[src/rtl/hp_pkg.sv]
package hp_pkg;
    typedef struct packed {
        logic flags;
        logic dma;
    } hp_mode_t;

    localparam int unsigned HP_PORT_W = 8;
endpackage

[src/rtl/hp_mode_reg.sv]
module hp_mode_reg
    import hp_pkg::*;
(
    input  logic clk,
    input  logic rst_n,
    input  logic flags_cmd,
    input  logic dma_cmd,
    output logic flags_on,
    output logic dma_on
);
    hp_mode_t mode_d, mode_q;

    always_comb begin
        mode_d = mode_q;
        if (flags_cmd) mode_d.flags = 1'b1;
        if (dma_cmd)   mode_d.dma   = 1'b1;
    end

    always_ff @(posedge clk) begin
        if (!rst_n) mode_q <= '0;
        else        mode_q <= mode_d;
    end

    assign flags_on = mode_q.flags;
    assign dma_on   = mode_q.dma;
endmodule

[src/rtl/hp_port_latch.sv]
module hp_port_latch #(
    parameter int unsigned W       = 8,
    parameter int unsigned DRQ_BIT = 6
) (
    input  logic         clk,
    input  logic         rst_n,
    input  logic         wr,
    input  logic [W-1:0] wdata,
    input  logic         req_clear,
    output logic [W-1:0] latch
);
    typedef struct packed {
        logic [W-1:0] bits;
    } latch_st_t;

    latch_st_t st_d, st_q;

    always_comb begin
        st_d = st_q;
        if (wr)        st_d.bits = wdata;
        if (req_clear) st_d.bits[DRQ_BIT] = 1'b0;
    end

    always_ff @(posedge clk) begin
        if (!rst_n) st_q.bits <= '1;
        else        st_q      <= st_d;
    end

    assign latch = st_q.bits;
endmodule

[src/rtl/hp_in_buf.sv]
module hp_in_buf #(
    parameter int unsigned W = 8
) (
    input  logic         clk,
    input  logic         rst_n,
    input  logic         load,
    input  logic [W-1:0] din,
    input  logic         clr,
    output logic         full,
    output logic [W-1:0] dout
);
    typedef struct packed {
        logic         full;
        logic [W-1:0] data;
    } buf_st_t;

    buf_st_t st_d, st_q;

    always_comb begin
        st_d = st_q;
        if (clr) st_d.full = 1'b0;
        if (load) begin
            st_d.full = 1'b1;
            st_d.data = din;
        end
    end

    always_ff @(posedge clk) begin
        if (!rst_n) st_q <= '0;
        else        st_q <= st_d;
    end

    assign full = st_q.full;
    assign dout = st_q.data;
endmodule

[src/rtl/hp_pin_mux.sv]
module hp_pin_mux #(
    parameter int unsigned W        = 8,
    parameter int unsigned OBF_BIT  = 4,
    parameter int unsigned IBE_BIT  = 5,
    parameter int unsigned DRQ_BIT  = 6,
    parameter int unsigned DACK_BIT = 7
) (
    input  logic [W-1:0] latch,
    input  logic         flags_on,
    input  logic         dma_on,
    input  logic         obf,
    input  logic         ibf,
    output logic [W-1:0] pins
);
    for (genvar i = 0; i < W; i++) begin : g_pin
        if (i == OBF_BIT) begin : g_obf
            assign pins[i] = flags_on ? (latch[i] & obf) : latch[i];
        end else if (i == IBE_BIT) begin : g_ibe
            assign pins[i] = flags_on ? (latch[i] & ~ibf) : latch[i];
        end else if (i == DACK_BIT) begin : g_dack
            assign pins[i] = dma_on | latch[i];
        end else begin : g_plain
            // DRQ pin shares the latch path: the request is the latch bit itself
            assign pins[i] = latch[i];
        end
    end
endmodule

[src/rtl/hostpin_ctrl.sv]
module hostpin_ctrl #(
    parameter int unsigned W        = hp_pkg::HP_PORT_W,
    parameter int unsigned OBF_BIT  = 4,
    parameter int unsigned IBE_BIT  = 5,
    parameter int unsigned DRQ_BIT  = 6,
    parameter int unsigned DACK_BIT = 7
) (
    input  logic         clk,
    input  logic         rst_n,
    input  logic         port_wr,
    input  logic [W-1:0] port_wdata,
    input  logic         flags_en_cmd,
    input  logic         dma_en_cmd,
    input  logic         obf,
    input  logic         ibf_clr,
    input  logic         host_cs,
    input  logic         host_wr,
    input  logic [W-1:0] host_data,
    input  logic         dack_n,
    output logic [W-1:0] pin_out,
    output logic         ibf,
    output logic [W-1:0] ibuf_data
);
    logic         flags_on, dma_on, ack_act, buf_load;
    logic [W-1:0] latch;

    assign ack_act  = dma_on & ~dack_n;
    assign buf_load = host_wr & (host_cs | ack_act);

    hp_mode_reg u_mode (
        .clk       (clk),
        .rst_n     (rst_n),
        .flags_cmd (flags_en_cmd),
        .dma_cmd   (dma_en_cmd),
        .flags_on  (flags_on),
        .dma_on    (dma_on)
    );

    hp_port_latch #(.W(W), .DRQ_BIT(DRQ_BIT)) u_latch (
        .clk       (clk),
        .rst_n     (rst_n),
        .wr        (port_wr),
        .wdata     (port_wdata),
        .req_clear (ack_act),
        .latch     (latch)
    );

    hp_in_buf #(.W(W)) u_buf (
        .clk   (clk),
        .rst_n (rst_n),
        .load  (buf_load),
        .din   (host_data),
        .clr   (ibf_clr),
        .full  (ibf),
        .dout  (ibuf_data)
    );

    hp_pin_mux #(
        .W(W), .OBF_BIT(OBF_BIT), .IBE_BIT(IBE_BIT),
        .DRQ_BIT(DRQ_BIT), .DACK_BIT(DACK_BIT)
    ) u_mux (
        .latch    (latch),
        .flags_on (flags_on),
        .dma_on   (dma_on),
        .obf      (obf),
        .ibf      (ibf),
        .pins     (pin_out)
    );
endmodule

[config.mk]
export PLATFORM = sky130hd
export DESIGN_NAME = hostpin_ctrl
export DESIGN_NICKNAME = d
export VERILOG_FILES = /design/src/rtl/hp_pkg.sv /design/src/rtl/hp_mode_reg.sv /design/src/rtl/hp_port_latch.sv /design/src/rtl/hp_in_buf.sv /design/src/rtl/hp_pin_mux.sv /design/src/rtl/hostpin_ctrl.sv
export SDC_FILE = /design/constraint.sdc
export NUM_CORES = 1
export LEC_CHECK = 0
export BUFFER_PORTS_ARGS = -buffer_cell sky130_fd_sc_hd__buf_4
export CORE_AREA = 2 2 48 50
export CTS_BUF_LIST = sky130_fd_sc_hd__clkbuf_4 sky130_fd_sc_hd__clkbuf_8
export DETAILED_ROUTE_END_ITERATION = 10
export DIE_AREA = 0 0 50 52
export HOLD_SLACK_MARGIN = 0.05
export PLACE_DENSITY = 0.78
export RECOVER_POWER = 100
export SLEW_MARGIN = 20
export SYNTH_ARGS = -nofsm -noshare
export SYNTH_HDL_FRONTEND = slang
export SYNTH_SLANG_ARGS = --single-unit
[constraint.sdc]
create_clock -name clk -period 1.6 [get_ports clk]
set_input_delay 0.08 -clock clk [delete_from_list [all_inputs] [get_ports clk]]
set_output_delay 0.08 -clock clk [all_outputs]
set_load 0.005 [all_outputs]
==> flow_metrics.py, run 1 <==
metrics = {
    "run_status": {
        "status": "completed",
    },
    "placed_design": {
        "place_congestion": 0.6674,
        "preCtsSetupSlack_ps": 387.0,
        "portBuffers": 42,
        "hpwl_um": 1144,
        "dp.cells": 139,
    },
    "cells_and_area": {
        "stdcell_count": 160,
        "fin_nets": 159,
        "multi_input_area_um2": 315.3,
        "drive_gt1_frac": 0.3561,
        "regArea_um2": 380.4,
        "area_growth_pct": 60.81,
        "nFillCells": 200,
        "fin_util": 0.5924,
        "antenna_cells": 0,
    },
    "cts": {
        "cts_tree": "built",
        "cts_setup_buffers": 0,
        "cts_resized": 0,
        "worstSkewPairLatency_ps": 290,
        "cts_buffer_depth": 2,
        "cts_hold_buf": 17,
        "clock-root-buffer": "clkbuf_4",
        "cts_sinks": 19,
        "path_clk_slew_ps": 110,
        "htree_levels": 1,
        "numCtsBuffers": 3,
    },
    "sta": {
        "fin_crit_ps": 1253,
        "rsz0062_at_grt": "no",
        "fmax_mhz": 798.0,
        "finalSetupTns_ps": 0,
        "drv_slew": 0,
        "finalSetupViolCount": 0,
        "final_hold_viol_count": 0,
        "finalClockSkew_ps": 4.780,
        "finalCritPeriodShare": 0.7832,
        "tightest_slew_ps": 474.2,
        "finalWorstSetupSlack_ps": 346.9,
        "slew_headroom": 0.6839,
    },
    "worst_setup_path": {
        "path_max_fanout": 9,
        "startpoint": "u_mode.dma_on$_SDFFE_PN0P_",
        "r2r_start": "u_mode.dma_on$_SDFFE_PN0P_",
        "cp.required_ps": 1830,
        "worst_ep_arrival_time_ps": 1480,
        "cp-start-kind": "register",
        "crit_type": "register to register",
        "cp-end-kind": "register",
    },
    "die": {
        "io-pin-count": 43,
        "core_area_um2": 2106,
        "rows": 17,
        "die_w_um": 50,
        "initial_core_util": 0.3684,
        "dieHeight_um": 52,
        "dieArea_um2": 2600,
    },
    "grt": {
        "use_met1": 0.1499,
        "grt_pass1_wl_um": 2849,
        "met2_usage": 0.2829,
        "busiest_layer": "met2",
        "track_usage": 0.1430,
        "grt_pass1_vias": 731,
        "use_met3": 0.02874,
        "antenna_found_initial": 0,
        "grt_max_degree": 28,
        "grt.overflow.total": 0,
    },
    "logic_synthesis": {
        "synth_seq_cells": 19,
        "synth_warnings": 0,
        "postSynthAreaPerCell_um2": 9.820,
        "synth.distinct_cells": 13,
        "synth_nets": 105,
        "syn_inst": 79,
        "netlist_area_um2": 775.7,
        "yosysSeqAreaShare": 0.4903,
    },
    "route": {
        "drt_iter0_markers": 4,
        "postRouteWirelength_um": 1699,
        "vias": 685,
        "antenna_left": 0,
        "vias_per_cell": 4.281,
        "avgRoutedWirePerCell_um": 10.62,
        "drt_pass1_iterations": 4,
        "drcViolationCount": 0,
    },
    "power": {
        "ir_worst_vdd_mv": 0.4035,
        "total_power_uw": 941.5,
        "leakage_uw": 0.0005881,
        "pwr_density_cell_nw_per_um2": 754.8,
    },
    "worst_hold_path": {
        "worstHoldStart": "dack_n",
        "hold_class": "input port to register",
    },
    "job": {
        "cap_violations": 0,
    },
}
==> per-stage QoR <==
step | instance area (um2) | hold slack, ps
floorplan | 775.7 | 190.2
global placement | 1057 | 277.4
detailed placement | 1057 | 281.3
CTS | 1255 | 57.40
global route | 1247 | 78.61
finish | 1247 | 58.61
==> synthesized netlist by cell type <==
cell type	count	area (um2)
nor2b_4	1	13.76
o21ai_0	1	5.000
or2_2	1	6.260
a21boi_0	2	15.01
o21a_1	4	30.03
buf_6	1	11.26
mux2i_1	16	160.2
buf_4	5	37.54
buf_2	4	20.02
dfxtp_1	19	380.4
nor2b_1	1	6.260
inv_1	1	3.750
nand2_1	23	86.33
==> path summary, 6_finish.rpt <==
check	slack [ps]	end	depth (start not counted)
max	350	u_buf.dout[0]$_SDFFE_PN0P_	3
min	60	u_latch.latch[6]$_SDFFE_PN1P_	3
max reg2reg	350	u_buf.dout[0]$_SDFFE_PN0P_	3
min reg2reg	470	u_buf.dout[0]$_SDFFE_PN0P_	2
==> power by group <==
group | internal, uW | switching [uW] | total [uW] | leakage (uW)
Sequential | 503 | 14.4 | 517 | 0.000157
Clock | 92.9 | 144 | 237 | 0.0000177
Combinational | 124 | 62.9 | 187 | 0.000413
==> layer usage <==
layer,share of wire,vias up
met5,0,-
met4,0,0
met3,0.061,0
met2,0.51,32
met1,0.43,298
li1,-,355
==> cell usage in the layout, fill, tap and decap left out <==
cell	synthesis	layout
clkinv_2	0	1
buf_4	5	18
nand2_1	23	23
mux2i_1	16	16
nor2b_1	1	2
dfxtp_1	19	19
clkbuf_4	0	27
o21ai_0	1	1
o21a_1	4	4
inv_1	1	1
dlygate4sd3_1	0	17
or2_2	1	1
a21boi_0	2	2
==> logic make-up after synthesis <==
family / Yosys count / synth area share
and+or+nand+nor: 26 / 0.1452
muxes: 16 / 0.2064
AOI/OAI and AO/OA: 7 / 0.06451
DFF: 19 / 0.4903
buffers and inverters: 11 / 0.09355
==> sequential cells by signal (all words and copies together), names as in the netlist <==
register,cells
u_buf.dout,8
u_latch.latch,8
u_buf.full,1
u_mode.dma_on,1
u_mode.flags_on,1
==> worst max-delay path, cell delays in order (launching register included) <==
cell and delay, ps:
dfxtp_1 360, nor2b_1 170, o21a_1 430, mux2i_1 230
==> area by class of cell <==
| cell class | count | area share |
|---|---|---|
| Sequential cell | 19 | 0.3049 |
| Inverter | 1 | 0.003009 |
| Timing Repair Buffer | 59 | 0.3892 |
| Clock buffer | 3 | 0.01805 |
| Clock inverter | 1 | 0.004012 |
| Tap cell | 28 | 0.02808 |
| Multi-Input combinational cell | 49 | 0.2528 |
(Power assumes the default switching activity.)
==> run 2, diff against run 1 <==
--- a/config.mk
+++ b/config.mk
@@ -11,7 +11,7 @@
 export DETAILED_ROUTE_END_ITERATION = 10
 export DIE_AREA = 0 0 50 52
 export HOLD_SLACK_MARGIN = 0.05
-export PLACE_DENSITY = 0.78
+export PLACE_DENSITY = 0.81
 export RECOVER_POWER = 100
 export SLEW_MARGIN = 20
 export SYNTH_ARGS = -nofsm -noshare
==> constraint.sdc (replaced) <==
create_clock -name clk -period 1 [get_ports clk]
set_input_delay 0.05 -clock clk [delete_from_list [all_inputs] [get_ports clk]]
set_output_delay 0.05 -clock clk [all_outputs]
set_load 0.005 [all_outputs]
==> run 2 against run 1 <==
The flow now finishes with violations (negative setup slack). Clock skew is 4.0 ps lower. Cell area increased by 9.2%. Combinational power increased by 93%. Total power is 70% higher. Cell count grew 3.1%. Die area is the same. Wire length up 12%. Critical path type is now register to output pin. Largest cell class unchanged. Sequential power increased by 61%.
==> flow_metrics.py, run 2 (synthesis results as in run 1) <==
metrics = {
    "worst_setup_path": {
        "cp.required_ps": 950,
        "crit_slowest_cell": "dfxtp_2",
        "crit_top_cell": "buf_6",
        "critPathMaxStageDelay_ps": 340,
        "worst_ep_arrival_time_ps": 1060,
        "crit_type": "register to output pin",
        "path_max_fanout": 2,
        "worstPathCellList": "buf_6, or2_4, buf_6",
        "cp-end-kind": "output pin",
        "cp-start-kind": "register",
    },
    "sta": {
        "finalClockSkew_ps": 0.8181,
        "finalCritPeriodShare": 1.114,
        "rsz0062_at_grt": "yes",
        "drv_slew": 0,
        "finalWorstSetupSlack_ps": -113.5,
        "tightest_slew_ps": 253.2,
        "finalSetupViolCount": 10,
        "final_hold_viol_count": 0,
        "slew_headroom": 0.8312,
        "fmax_mhz": 898.1,
        "fin_crit_ps": 1114,
    },
    "grt": {
        "grt.overflow.total": 0,
        "grt_max_degree": 28,
        "track_usage": 0.1518,
        "grt_pass1_vias": 732,
        "grt_pass1_wl_um": 2939,
        "antenna_found_initial": 0,
    },
    "route": {
        "postRouteWirelength_um": 1910,
        "antenna_left": 0,
        "drcViolationCount": 0,
        "avgRoutedWirePerCell_um": 11.58,
        "vias": 720,
        "drt_pass1_iterations": 3,
        "drt_iter0_markers": 2,
        "vias_per_cell": 4.364,
    },
    "cells_and_area": {
        "fin_util": 0.6471,
        "drive_gt1_frac": 0.4307,
        "layout_commonest_cell": "clkbuf_4",
        "area_growth_pct": 75.65,
        "final_cell_mix": "clkbuf_4, nand2_1, buf_4",
        "fin_nets": 164,
        "antenna_cells": 0,
    },
    "die": {
        "die_w_um": 50,
        "initial_core_util": 0.3684,
        "dieHeight_um": 52,
        "rows": 17,
        "core_area_um2": 2106,
        "dieArea_um2": 2600,
        "io-pin-count": 43,
    },
    "power": {
        "clkPwrFrac": 0.255,
        "p_switching_uw": 370.7,
        "p_int_uw": 1230,
        "power_frac_comb": 0.225,
        "ir_worst_vdd_mv": 0.7283,
        "switching_share": 0.2316,
        "sequentialPowerShare": 0.520,
        "leakage_uw": 0.0006355,
        "pwr_density_cell_nw_per_um2": 1175,
    },
    "cts": {
        "clock-root-buffer": "clkbuf_4",
        "htree_levels": 1,
        "cts_tree": "built",
        "cts_sinks": 19,
        "cts_buffer_depth": 2,
        "worstSkewPairLatency_ps": 290,
        "path_clk_slew_ps": 100,
        "numCtsBuffers": 3,
    },
    "run_status": {
        "violations": "negative setup slack",
        "status": "finished with violations",
    },
    "worst_hold_path": {
        "hold_class": "input port to register",
    },
    "placed_design": {
        "preCtsSetupSlack_ps": -49.18,
        "place_congestion": 0.5998,
        "hpwl_um": 1183,
        "portBuffers": 42,
    },
    "job": {
        "cap_violations": 0,
    },
}
[run 2: cell types whose count changed in the layout (fill, tap and decap cells not counted), moves of 2 or more]
cell | previous run | this run
a21boi_2 | 0 | 2
buf_4 | 18 | 21
clkbuf_4 | 27 | 25
a21boi_0 | 2 | 0
dfxtp_1 | 19 | 15
buf_6 | 0 | 2
dfxtp_2 | 0 | 3
[run 2: layout make-up]
class / instances / area, um2
well taps: 28 / 35.03
multi-input cells: 49 / 340.3
clock buffers: 4 / 30.03
fillers: 186 / 743.2
repair buffers: 64 / 565.5
flip-flops and latches: 19 / 387.9
inverters: 1 / 3.754
[run 2: path summary, 6_finish.rpt]
check                                                start                       endpoint  slack [ps]  cells past startpoint
worst max register to register  u_mode.dma_on$_SDFFE_PN0P_        u_buf.full$_SDFFE_PN0P_         -70                      4
worst max-delay path            u_mode.dma_on$_SDFFE_PN0P_                     pin_out[7]        -110                      3
worst min-delay path                                dack_n  u_latch.latch[6]$_SDFFE_PN1P_          50                      3
worst min register to register  u_buf.dout[7]$_SDFFE_PN0P_     u_buf.dout[7]$_SDFFE_PN0P_         470                      2
[run 2: metal layers]
metal	GRT usage	up-vias	routed length [um]
met4	0.05556	0	16
li1	-	369	-
met1	0.1416	316	748
met5	0	-	0
met2	0.3114	33	1013
met3	0.03736	2	131
[run 2: what timing repair did]
action / in CTS / in global routing
hold buffers: 17 / 1
gates cloned: 1 / 0
pin swaps: 0 / 1
gates resized for setup: 8 / 8
setup endpoints to repair: 11 / 12
buffers inserted: 1 / 0
endpoints found under the hold margin: 18 / 1
[run 2: through the flow]
stage | hold WS (ps) | cell area (um2) | std cells | TNS (ps) | power [uW]
6_report | 46.90 | 1363 | 165 | -343.5 | 1601
3_3_place_gp | 247.8 | 1085 | 141 | -26.50 | 1112
2_1_floorplan | 160.2 | 775.7 | 79 | 0 | 974.0
3_5_place_dp | 253.0 | 1085 | 141 | -169.2 | 1121
4_1_cts | 36.87 | 1339 | 164 | -407.9 | 1610
5_1_grt | 58.59 | 1363 | 165 | -869.4 | 1688
[run 2: power by group through the flow]
stage / clock network [uW] / registers, uW / logic (uW)
after floorplan: 0 / 843 / 131
after global placement: 0 / 844 / 268
after detailed placement: 0 / 846 / 275
after CTS: 421 / 831 / 358
after global routing: 458 / 839 / 391
final: 409 / 832 / 360
[run 2: critical path, delay by kind of cell, from the launching register on]
family	cells	cell delay, ps
DFF	1	340
buffers and inverters	2	220
and+or+nand+nor	1	220
